$ cat src/rtl/calclk_pkg.sv
package calclk_pkg;

    localparam int NTIME     = 10;
    localparam int T_SEC     = 0;
    localparam int T_SEC_AL  = 1;
    localparam int T_MIN     = 2;
    localparam int T_MIN_AL  = 3;
    localparam int T_HOUR    = 4;
    localparam int T_HOUR_AL = 5;
    localparam int T_WDAY    = 6;
    localparam int T_MDAY    = 7;
    localparam int T_MON     = 8;
    localparam int T_YEAR    = 9;

    localparam logic [7:0] ADDR_CTLA  = 8'd10;
    localparam logic [7:0] ADDR_CTLB  = 8'd11;
    localparam logic [7:0] ADDR_FLAGS = 8'd12;

    localparam int B_FREEZE = 7;
    localparam int B_AIE    = 5;
    localparam int B_UIE    = 4;
    localparam int B_BIN    = 2;
    localparam int B_24H    = 1;

    typedef logic [NTIME-1:0][7:0] tarr_t;

    function automatic logic [7:0] to_bin(input logic [7:0] v, input logic bin);
        logic [7:0] r;
        if (bin) r = v;
        else     r = ({4'd0, v[7:4]} * 8'd10) + {4'd0, v[3:0]};
        return r;
    endfunction

    function automatic logic [7:0] from_bin(input logic [7:0] v, input logic bin);
        logic [7:0] tens;
        logic [7:0] ones;
        tens = v / 8'd10;
        ones = v % 8'd10;
        return bin ? v : {tens[3:0], ones[3:0]};
    endfunction

    function automatic logic [7:0] month_len(input logic [7:0] mon, input logic [7:0] yr);
        logic [7:0] r;
        case (mon)
            8'd2:                     r = (yr[1:0] == 2'b00) ? 8'd29 : 8'd28;
            8'd4, 8'd6, 8'd9, 8'd11:  r = 8'd30;
            default:                  r = 8'd31;
        endcase
        return r;
    endfunction

endpackage

$ cat src/rtl/calclk_seq.sv
module calclk_seq #(
    parameter int UIP_CYCLES = 4
) (
    input  logic clk,
    input  logic rst_n,
    input  logic tick,
    input  logic freeze,
    output logic busy,
    output logic commit,
    output logic abort
);
    localparam int CW = $clog2(UIP_CYCLES + 1);

    typedef struct packed {
        logic          busy;
        logic [CW-1:0] cnt;
    } seq_t;

    seq_t seq_q, seq_d;

    always_comb begin
        seq_d  = seq_q;
        abort  = seq_q.busy && freeze;
        commit = seq_q.busy && !freeze && (seq_q.cnt == '0);
        if (abort || commit) begin
            seq_d.busy = 1'b0;
            seq_d.cnt  = '0;
        end else if (seq_q.busy) begin
            seq_d.cnt = seq_q.cnt - 1'b1;
        end else if (tick && !freeze) begin
            seq_d.busy = 1'b1;
            seq_d.cnt  = CW'(UIP_CYCLES - 1);
        end
    end

    always_ff @(posedge clk or negedge rst_n) begin
        if (!rst_n) seq_q <= '0;
        else        seq_q <= seq_d;
    end

    assign busy = seq_q.busy;

endmodule

$ cat src/rtl/calclk_bump.sv
module calclk_bump
    import calclk_pkg::*;
(
    input  tarr_t cur,
    input  logic  bin,
    input  logic  h24,
    output tarr_t nxt
);
    logic [7:0] s, m, hb, h12, wd, md, mo, yr, mlen;
    logic [7:0] s_n, m_n, hb_n, wd_n, md_n, mo_n, yr_n, h12o, henc;
    logic       pm, c_min, c_hr, c_day, c_mon, c_yr;

    always_comb begin
        s  = to_bin(cur[T_SEC], bin);
        m  = to_bin(cur[T_MIN], bin);
        wd = to_bin(cur[T_WDAY], bin);
        md = to_bin(cur[T_MDAY], bin);
        mo = to_bin(cur[T_MON], bin);
        yr = to_bin(cur[T_YEAR], bin);
        h12 = to_bin({1'b0, cur[T_HOUR][6:0]}, bin);
        pm  = cur[T_HOUR][7];
        if (h24) hb = to_bin(cur[T_HOUR], bin);
        else     hb = ((h12 >= 8'd12) ? 8'd0 : h12) + (pm ? 8'd12 : 8'd0);
        mlen = month_len(mo, yr);

        c_min = (s >= 8'd59);
        s_n   = c_min ? 8'd0 : s + 8'd1;
        c_hr  = c_min && (m >= 8'd59);
        m_n   = c_min ? ((m >= 8'd59) ? 8'd0 : m + 8'd1) : m;
        c_day = c_hr && (hb >= 8'd23);
        hb_n  = c_hr ? ((hb >= 8'd23) ? 8'd0 : hb + 8'd1) : hb;
        c_mon = c_day && (md >= mlen);
        md_n  = c_day ? ((md >= mlen) ? 8'd1 : md + 8'd1) : md;
        wd_n  = c_day ? ((wd >= 8'd7) ? 8'd1 : wd + 8'd1) : wd;
        c_yr  = c_mon && (mo >= 8'd12);
        mo_n  = c_mon ? ((mo >= 8'd12) ? 8'd1 : mo + 8'd1) : mo;
        yr_n  = c_yr ? ((yr >= 8'd99) ? 8'd0 : yr + 8'd1) : yr;

        h12o = (hb_n >= 8'd12) ? hb_n - 8'd12 : hb_n;
        if (h12o == 8'd0) h12o = 8'd12;
        henc = from_bin(h12o, bin);

        nxt          = cur;
        nxt[T_SEC]   = from_bin(s_n, bin);
        nxt[T_MIN]   = from_bin(m_n, bin);
        nxt[T_HOUR]  = h24 ? from_bin(hb_n, bin) : {(hb_n >= 8'd12), henc[6:0]};
        nxt[T_WDAY]  = from_bin(wd_n, bin);
        nxt[T_MDAY]  = from_bin(md_n, bin);
        nxt[T_MON]   = from_bin(mo_n, bin);
        nxt[T_YEAR]  = from_bin(yr_n, bin);
    end

endmodule

$ cat src/rtl/calclk_core.sv
module calclk_core
    import calclk_pkg::*;
#(
    parameter int UIP_CYCLES = 4
) (
    input  logic       clk,
    input  logic       rst_n,
    input  logic       tick_1hz,
    input  logic       wr_en,
    input  logic       rd_en,
    input  logic [7:0] addr,
    input  logic [7:0] wdata,
    output logic [7:0] rdata,
    output logic       upd_irq,
    output logic       alarm_irq
);
    typedef struct packed {
        tarr_t      t;
        logic [6:0] a_lo;
        logic [7:0] b;
        logic       f_al;
        logic       f_up;
    } st_t;

    st_t   st_q, st_d;
    tarr_t bumped;
    logic  busy, commit, abort, alarm_hit;
    logic  any_irq;

    calclk_seq #(.UIP_CYCLES(UIP_CYCLES)) u_seq (
        .clk    (clk),
        .rst_n  (rst_n),
        .tick   (tick_1hz),
        .freeze (st_q.b[B_FREEZE]),
        .busy   (busy),
        .commit (commit),
        .abort  (abort)
    );

    calclk_bump u_bump (
        .cur (st_q.t),
        .bin (st_q.b[B_BIN]),
        .h24 (st_q.b[B_24H]),
        .nxt (bumped)
    );

    always_comb begin
        st_d      = st_q;
        alarm_hit = (bumped[T_SEC]  == st_q.t[T_SEC_AL]) &&
                    (bumped[T_MIN]  == st_q.t[T_MIN_AL]) &&
                    (bumped[T_HOUR] == st_q.t[T_HOUR_AL]);
        if (rd_en && addr == ADDR_FLAGS) begin
            st_d.f_al = 1'b0;
            st_d.f_up = 1'b0;
        end
        if (commit && !abort) begin
            st_d.t    = bumped;
            st_d.f_up = 1'b1;
            if (alarm_hit) st_d.f_al = 1'b1;
        end
        if (wr_en) begin
            for (int i = 0; i < NTIME; i++) begin
                if (addr == 8'(i)) st_d.t[i] = wdata;
            end
            if (addr == ADDR_CTLA) st_d.a_lo = wdata[6:0];
            if (addr == ADDR_CTLB) st_d.b    = wdata;
        end
    end

    always_ff @(posedge clk or negedge rst_n) begin
        if (!rst_n) begin
            st_q            <= '0;
            st_q.t[T_WDAY]  <= 8'h01;
            st_q.t[T_MDAY]  <= 8'h01;
            st_q.t[T_MON]   <= 8'h01;
            st_q.b          <= 8'h02;
        end else begin
            st_q <= st_d;
        end
    end

    assign upd_irq   = st_q.f_up & st_q.b[B_UIE];
    assign alarm_irq = st_q.f_al & st_q.b[B_AIE];
    assign any_irq   = upd_irq | alarm_irq;

    always_comb begin
        rdata = 8'h00;
        for (int i = 0; i < NTIME; i++) begin
            if (addr == 8'(i)) rdata = st_q.t[i];
        end
        if (addr == ADDR_CTLA)  rdata = {busy, st_q.a_lo};
        if (addr == ADDR_CTLB)  rdata = st_q.b;
        if (addr == ADDR_FLAGS) rdata = {any_irq, 1'b0, st_q.f_al, st_q.f_up, 4'h0};
    end

endmodule

$ cat config.mk
export PLATFORM = sky130hd
export DESIGN_NAME = calclk_core
export DESIGN_NICKNAME = d
export VERILOG_FILES = /design/src/rtl/calclk_pkg.sv /design/src/rtl/calclk_seq.sv /design/src/rtl/calclk_bump.sv /design/src/rtl/calclk_core.sv
export SDC_FILE = /design/constraint.sdc
export NUM_CORES = 1
export LEC_CHECK = 0
export BUFFER_PORTS_ARGS = -buffer_cell sky130_fd_sc_hd__clkbuf_2
export CAP_MARGIN = 20
export CORE_MARGIN = 5
export CORE_UTILIZATION = 59
export DETAILED_ROUTE_END_ITERATION = 8
export GPL_ROUTABILITY_DRIVEN = 0
export PLACE_DENSITY = 0.9
export SKIP_LAST_GASP = 1
export SLEW_MARGIN = 30
export SYNTH_ARGS = -nofsm -noshare
export SYNTH_HDL_FRONTEND = slang
export SYNTH_SLANG_ARGS = --single-unit
$ cat constraint.sdc
create_clock -name clk -period 10.7 [get_ports clk]
set_input_delay 2.14 -clock clk [delete_from_list [all_inputs] [get_ports clk]]
set_output_delay 2.14 -clock clk [all_outputs]
set_load 0.02 [all_outputs]
* Word-level counts from Yosys, hierarchy flattened
Index checks and enable logic that the tools add are counted.
** Word-level totals
- Output and inout port bits :: 10
- Register bits :: 101
- Input bits :: 21
- Logic and storage cells :: 185
** Operators by class
- $lt $le $gt $ge :: 9
- Bitwise operators :: 3
- Div/mod/pow operators :: 16
- Equality and inequality tests :: 20
- Mux-type cells :: 71
- Multiply operators :: 8
- $add $sub $neg :: 18
- Reduce and logical (&&, ||, !) cells :: 24
** Operator list (count)
- 2-to-1 mux 8 bit :: 57
- 2-to-1 mux 95 bit :: 1
- 2-to-1 mux 80 bit :: 1
- divider 8 x 4 -> 8 bit (second input constant) :: 8
- modulo 8 x 4 -> 8 bit (second input constant) :: 8
- adder 8 x 1 -> 8 bit (second input constant) :: 7
- adder 8 x 4 -> 8 bit :: 7
- equality test 8 x 4 -> 1 bit (second input constant) :: 7
- multiplier 4 x 3 -> 7 bit (second input constant) :: 7
- equality test 8 x 3 -> 1 bit (second input constant) :: 6
- equality test 8 x 2 -> 1 bit (second input constant) :: 3
- equality test 8 bit :: 3
- >= comparator 8 x 4 -> 1 bit (second input constant) :: 3
- >= comparator 8 x 6 -> 1 bit (second input constant) :: 2
- zero test 8 bit :: 2
- one-hot mux 8 bit (2 select lines) :: 1
- 2-to-1 mux 7 bit :: 2
- logical AND 1 bit :: 12
- 2-to-1 mux 4 bit :: 3
- adder 7 x 4 -> 8 bit :: 1
- adder 8 bit :: 1
- equality test 8 x 1 -> 1 bit (second input constant) :: 1
- >= comparator 8 x 3 -> 1 bit (second input constant) :: 1
- >= comparator 8 x 5 -> 1 bit (second input constant) :: 1
- other kinds (18) :: 24

* Longest topological paths before layout
- Depth after elaboration :: 21
- Depth in mapped cells :: 50
- Mapped depth without buffers :: 41

* Cells and area by module
A second synthesis with hierarchy kept.
** Unflattened totals
- Cell total of the unflattened synthesis :: 1865
- Area total of the unflattened synthesis :: 14365.0 um2
** By module, submodules not included
- calclk_bump :: instances 1, cells an instance 1262, area each 8380.5 um2, sequential area each 0.0 um2
- calclk_core :: instances 1, cells an instance 580, area each 5751.8 um2, sequential area each 2432.3 um2
- calclk_seq :: instances 1, cells an instance 23, area each 232.7 um2, sequential area each 100.1 um2

* Worst setup path after synthesis
Ideal clock, no wire load.
- Path kind :: reg-to-reg
- Start point :: register st_q[4] (netlist name)
- End point :: register st_q[1] (netlist name)
- Stages on the path, launching flop included :: 48
- Data arrival time :: 10.240 ns
- Required time :: 10.608 ns
- Clock period less this slack :: 10.332 ns
- Library setup time :: 0.092 ns
- Slack :: 0.368 ns
- Path buffers :: 17
- Cell sequence :: dfrtp_1 -> buf_6 -> buf_6 -> buf_2 -> buf_4 -> buf_6 -> buf_4 -> buf_4 -> clkbuf_1 -> buf_2 -> buf_1 -> clkbuf_1 -> clkbuf_1 -> clkbuf_1 -> buf_1 -> buf_1 -> mux2_2 -> ha_1 -> [12 not listed] -> o2111ai_1 -> nor4b_1 -> o211ai_1 -> o21ai_0 -> clkbuf_1 -> nand3_1 -> o211ai_1 -> inv_1 -> ha_1 -> a221o_1 -> a221oi_4 -> xnor2_1 -> inv_1 -> ha_1 -> a221o_1 -> nor2_1 -> or4_1 -> o31ai_2
** RTL lines
- start: declaration :: line calclk_core.sv:25 : st_t st_q, st_d;
- start signal: assignment :: line calclk_core.sv:78 : st_q <= st_d;

==> summary.md <==
| Metric | Value |
|---|---|
| Antenna Diode Count | `0` |
| Maximum clock rate | `98.5 MHz` |
| Share of layout cells above drive strength 1 | `10.2%` |
| Area grow syn2layout | `3.85%` |
| Final setup vio count | `0` |
| DIE WIDTH | `165 µm` |
| Clock buffer depth | `2` |
| Number of global-route vias before repair | `14500` |
| Max Clock Skew | `14.2 ps` |
| Mapped cell area | `14200 µm²` |
| Cell row count | `56` |
| Slowest-stage cell, CP | `dfrtp_1` |
| Hold Slack | `510 ps` |
| DRT Pass-1 Iters | `7` |
| Clock sinks | `101` |
| Synth Net Count | `1981` |
| TritonCTS clock tree | `done` |
| EDFF count, synth | `0` |
| CP arrival | `10400 ps` |
| FF-to-FF Start | `st_q[55]$_DFF_PN0_` |
| IO Port Bufs | `30` |
| Die area | `27300 µm²` |
| Maxcap violations | `0` |
| Crit path kind | `reg2reg` |
| Clock insertion delay at the later pin of the skew report | `360 ps` |
| Post-DR vias/cell | `7.23` |
| Netlist cell types | `108` |
| Worst-Margin Slew | `1010 ps` |
| Top_reg_cell synth | `dfrtp_1` |
| Min Clock Period, post-route | `10160 ps` |
| Met3 WL | `4.96 mm` |
| RSZ-0062 raised after global routing | `false` |
| Critical Path Max Stage Delay | `550 ps` |
| Most area-consuming cells after synthesis | `dfrtp_1 17%, ha_1 7.7%, nand2_1 5.5%, o21ai_0 4.9%, a21oi_1 4.8%` |
| DRT iter0 DRCs | `1912` |
| CP dominant cell by count | `ha_1` |
| Wire length on met1 | `16.7 mm` |
| Hold_sp | `st_q[15]$_DFFE_PN0P_` |
| Crit path required time | `10940 ps` |
| Commonest non-fill, non-tap cell in the layout | `nand2_1` |
| Total number of vias | `15400` |
| TNS Setup | `0 ps` |
| Max Used Layer | `met5` |
| Commonest cells after routing, fill and taps aside | `209 x nand2_1, 159 x nor2_1, 139 x o21ai_0, 133 x a21oi_1, 96 x dfrtp_1` |
| Clock root buffer | `clkbuf_16` |
| Routed WL per cell | `20.6 µm` |
| Rel. slew slack | `32.7%` |
| Sequential element share of the synthesized area | `17.8%` |
| Status | `complete, no violations` |
| # IOs | `31` |
| H-tree Lvls | `3` |
| Final hold violation count | `0` |
| CP Max Fanout | `10` |
| CP Launch Type | `flip-flop` |
| Num CTS Buffers | `9` |
| Synthesis-stage register bit count | `101` |
| Total GRT Usage | `31.6%` |
| Hold_buf cts | `0` |
| Critical Path Source | `st_q[55]$_DFF_PN0_` |
| Syn Area/Cell | `7.65 µm²` |
| Initial Util | `60.2%` |
| First-pass GRT wire length | `71.6 mm` |
| Ys async rst share | `100%` |
| Core Area | `23600 µm²` |
| Metal2 WL | `20.1 mm` |
| Initial antenna violation count | `1` |
| Post-synth top area share | `17.1%` |
| Cell count after synthesis | `1858` |
| Hold Crit Class | `reg2reg` |
| Yosys warns | `0` |
| DRC Markers | `0` |
| Clk pin slew, worst setup/hold paths | `80 ps` |
| Die Span Y | `165 µm` |
| Post-DP HPWL | `32.1 mm` |
| Grt total ovfl | `0` |
| Area leader, netlist | `dfrtp_1` |
| Tcrit/Tclk final | `94.9%` |
| Antenna-violating nets left | `0` |
| DRT Wirelength | `43.9 mm` |
| Largest net degree at the start of global routing | `86` |
| Final Net Count | `1935` |
| Max Slew Vio Count | `0` |
| Setup crit end kind | `flip-flop` |
-- worst paths after layout --
check                                       endpoint  slack, ps  depth (start not counted)
worst max-delay path              st_q[52]$_DFF_PN0_        540                         41
worst min-delay path            st_q[15]$_DFFE_PN0P_        510                          1
worst max register to register    st_q[52]$_DFF_PN0_        540                         41
worst min register to register  st_q[15]$_DFFE_PN0P_        510                          1
max in group asynchronous       st_q[44]$_DFFE_PN0P_       7740                          2
min in group asynchronous        st_q[4]$_DFFE_PN0P_       1770                          1
-- flip-flops by register name, summed over array words and instances (netlist names) --
signal	cells
u_seq.busy	1
st_q	97
u_seq.seq_q	3
-- worst max-delay path: cells and delay by family, from the launching register on --
family                     cells  cell delay (ps)
DFF                            1              550
AOI/OAI and AO/OA             14             3550
xor gates and xnor gates       1              280
buffers and inverters          4              370
adders and majority gates      8             2270
muxes                          1              260
and+or+nand+nor               13             2760
-- kinds of logic (layout without fill, tap and decap cells) --
group | Yosys count | in the layout | share of synthesized area [%]
AOI/OAI and AO/OA | 655 | 655 | 31.9
xor gates and xnor gates | 78 | 78 | 5.02
adders and majority gates | 110 | 110 | 10.3
buffers and inverters | 153 | 112 | 4.51
DFF | 101 | 101 | 17.8
muxes | 96 | 96 | 8.13
and+or+nand+nor | 665 | 665 | 22.2
-- metrics by stage --
stage / cells / setup WS (ps) / instance area (µm²) / util [%]
global placement: 2120 / 1230 / 14400 / 61.2
CTS: 2136 / 753 / 14700 / 62.4
floorplan: 1858 / 368 / 14200 / -
global route: 2136 / 17.7 / 14800 / 62.5
finish: 2136 / 543 / 14800 / 62.5
detailed placement: 2120 / 750 / 14400 / 61.2
-- layout make-up --
cell class                      instances  area, µm²
Timing Repair Buffer                   49        295
Sequential cell                       101       2540
Inverter                               47        179
Fill cell                            1916       8860
Tap cell                              319        399
Multi-Input combinational cell       1604      11100
Clock inverter                          7       57.6
Clock buffer                            9        225
-- what timing repair did --
| item | CTS | global route |
|---|---|---|
| setup buffers | 0 | 0 |
| gates resized for setup | 0 | 4 |
| setup endpoints to repair | 0 | 3 |
-- routing by layer --
layer,global-route usage [%],vias to the layer above
li1,-,6990
met1,40.4,7127
met2,51.4,1091
met3,6.21,228
met4,14.4,4
met5,0,-
-- synth_stat cells, drive strengths merged (26+ instances only) --
library cell,instances
a211oi,27
a21oi,138
buf,34
clkbuf,72
dfrtp,97
ha,87
inv,46
mux2,56
mux2i,32
nand2,210
nand3,70
nor2,159
nor3,56
o211ai,32
o21a,26
o21ai,150
xnor2,49
xor2,27
Power is left out: the tool's default activity adds up to more than one toggle a clock period on the data nets, which glitch-free logic cannot reach.
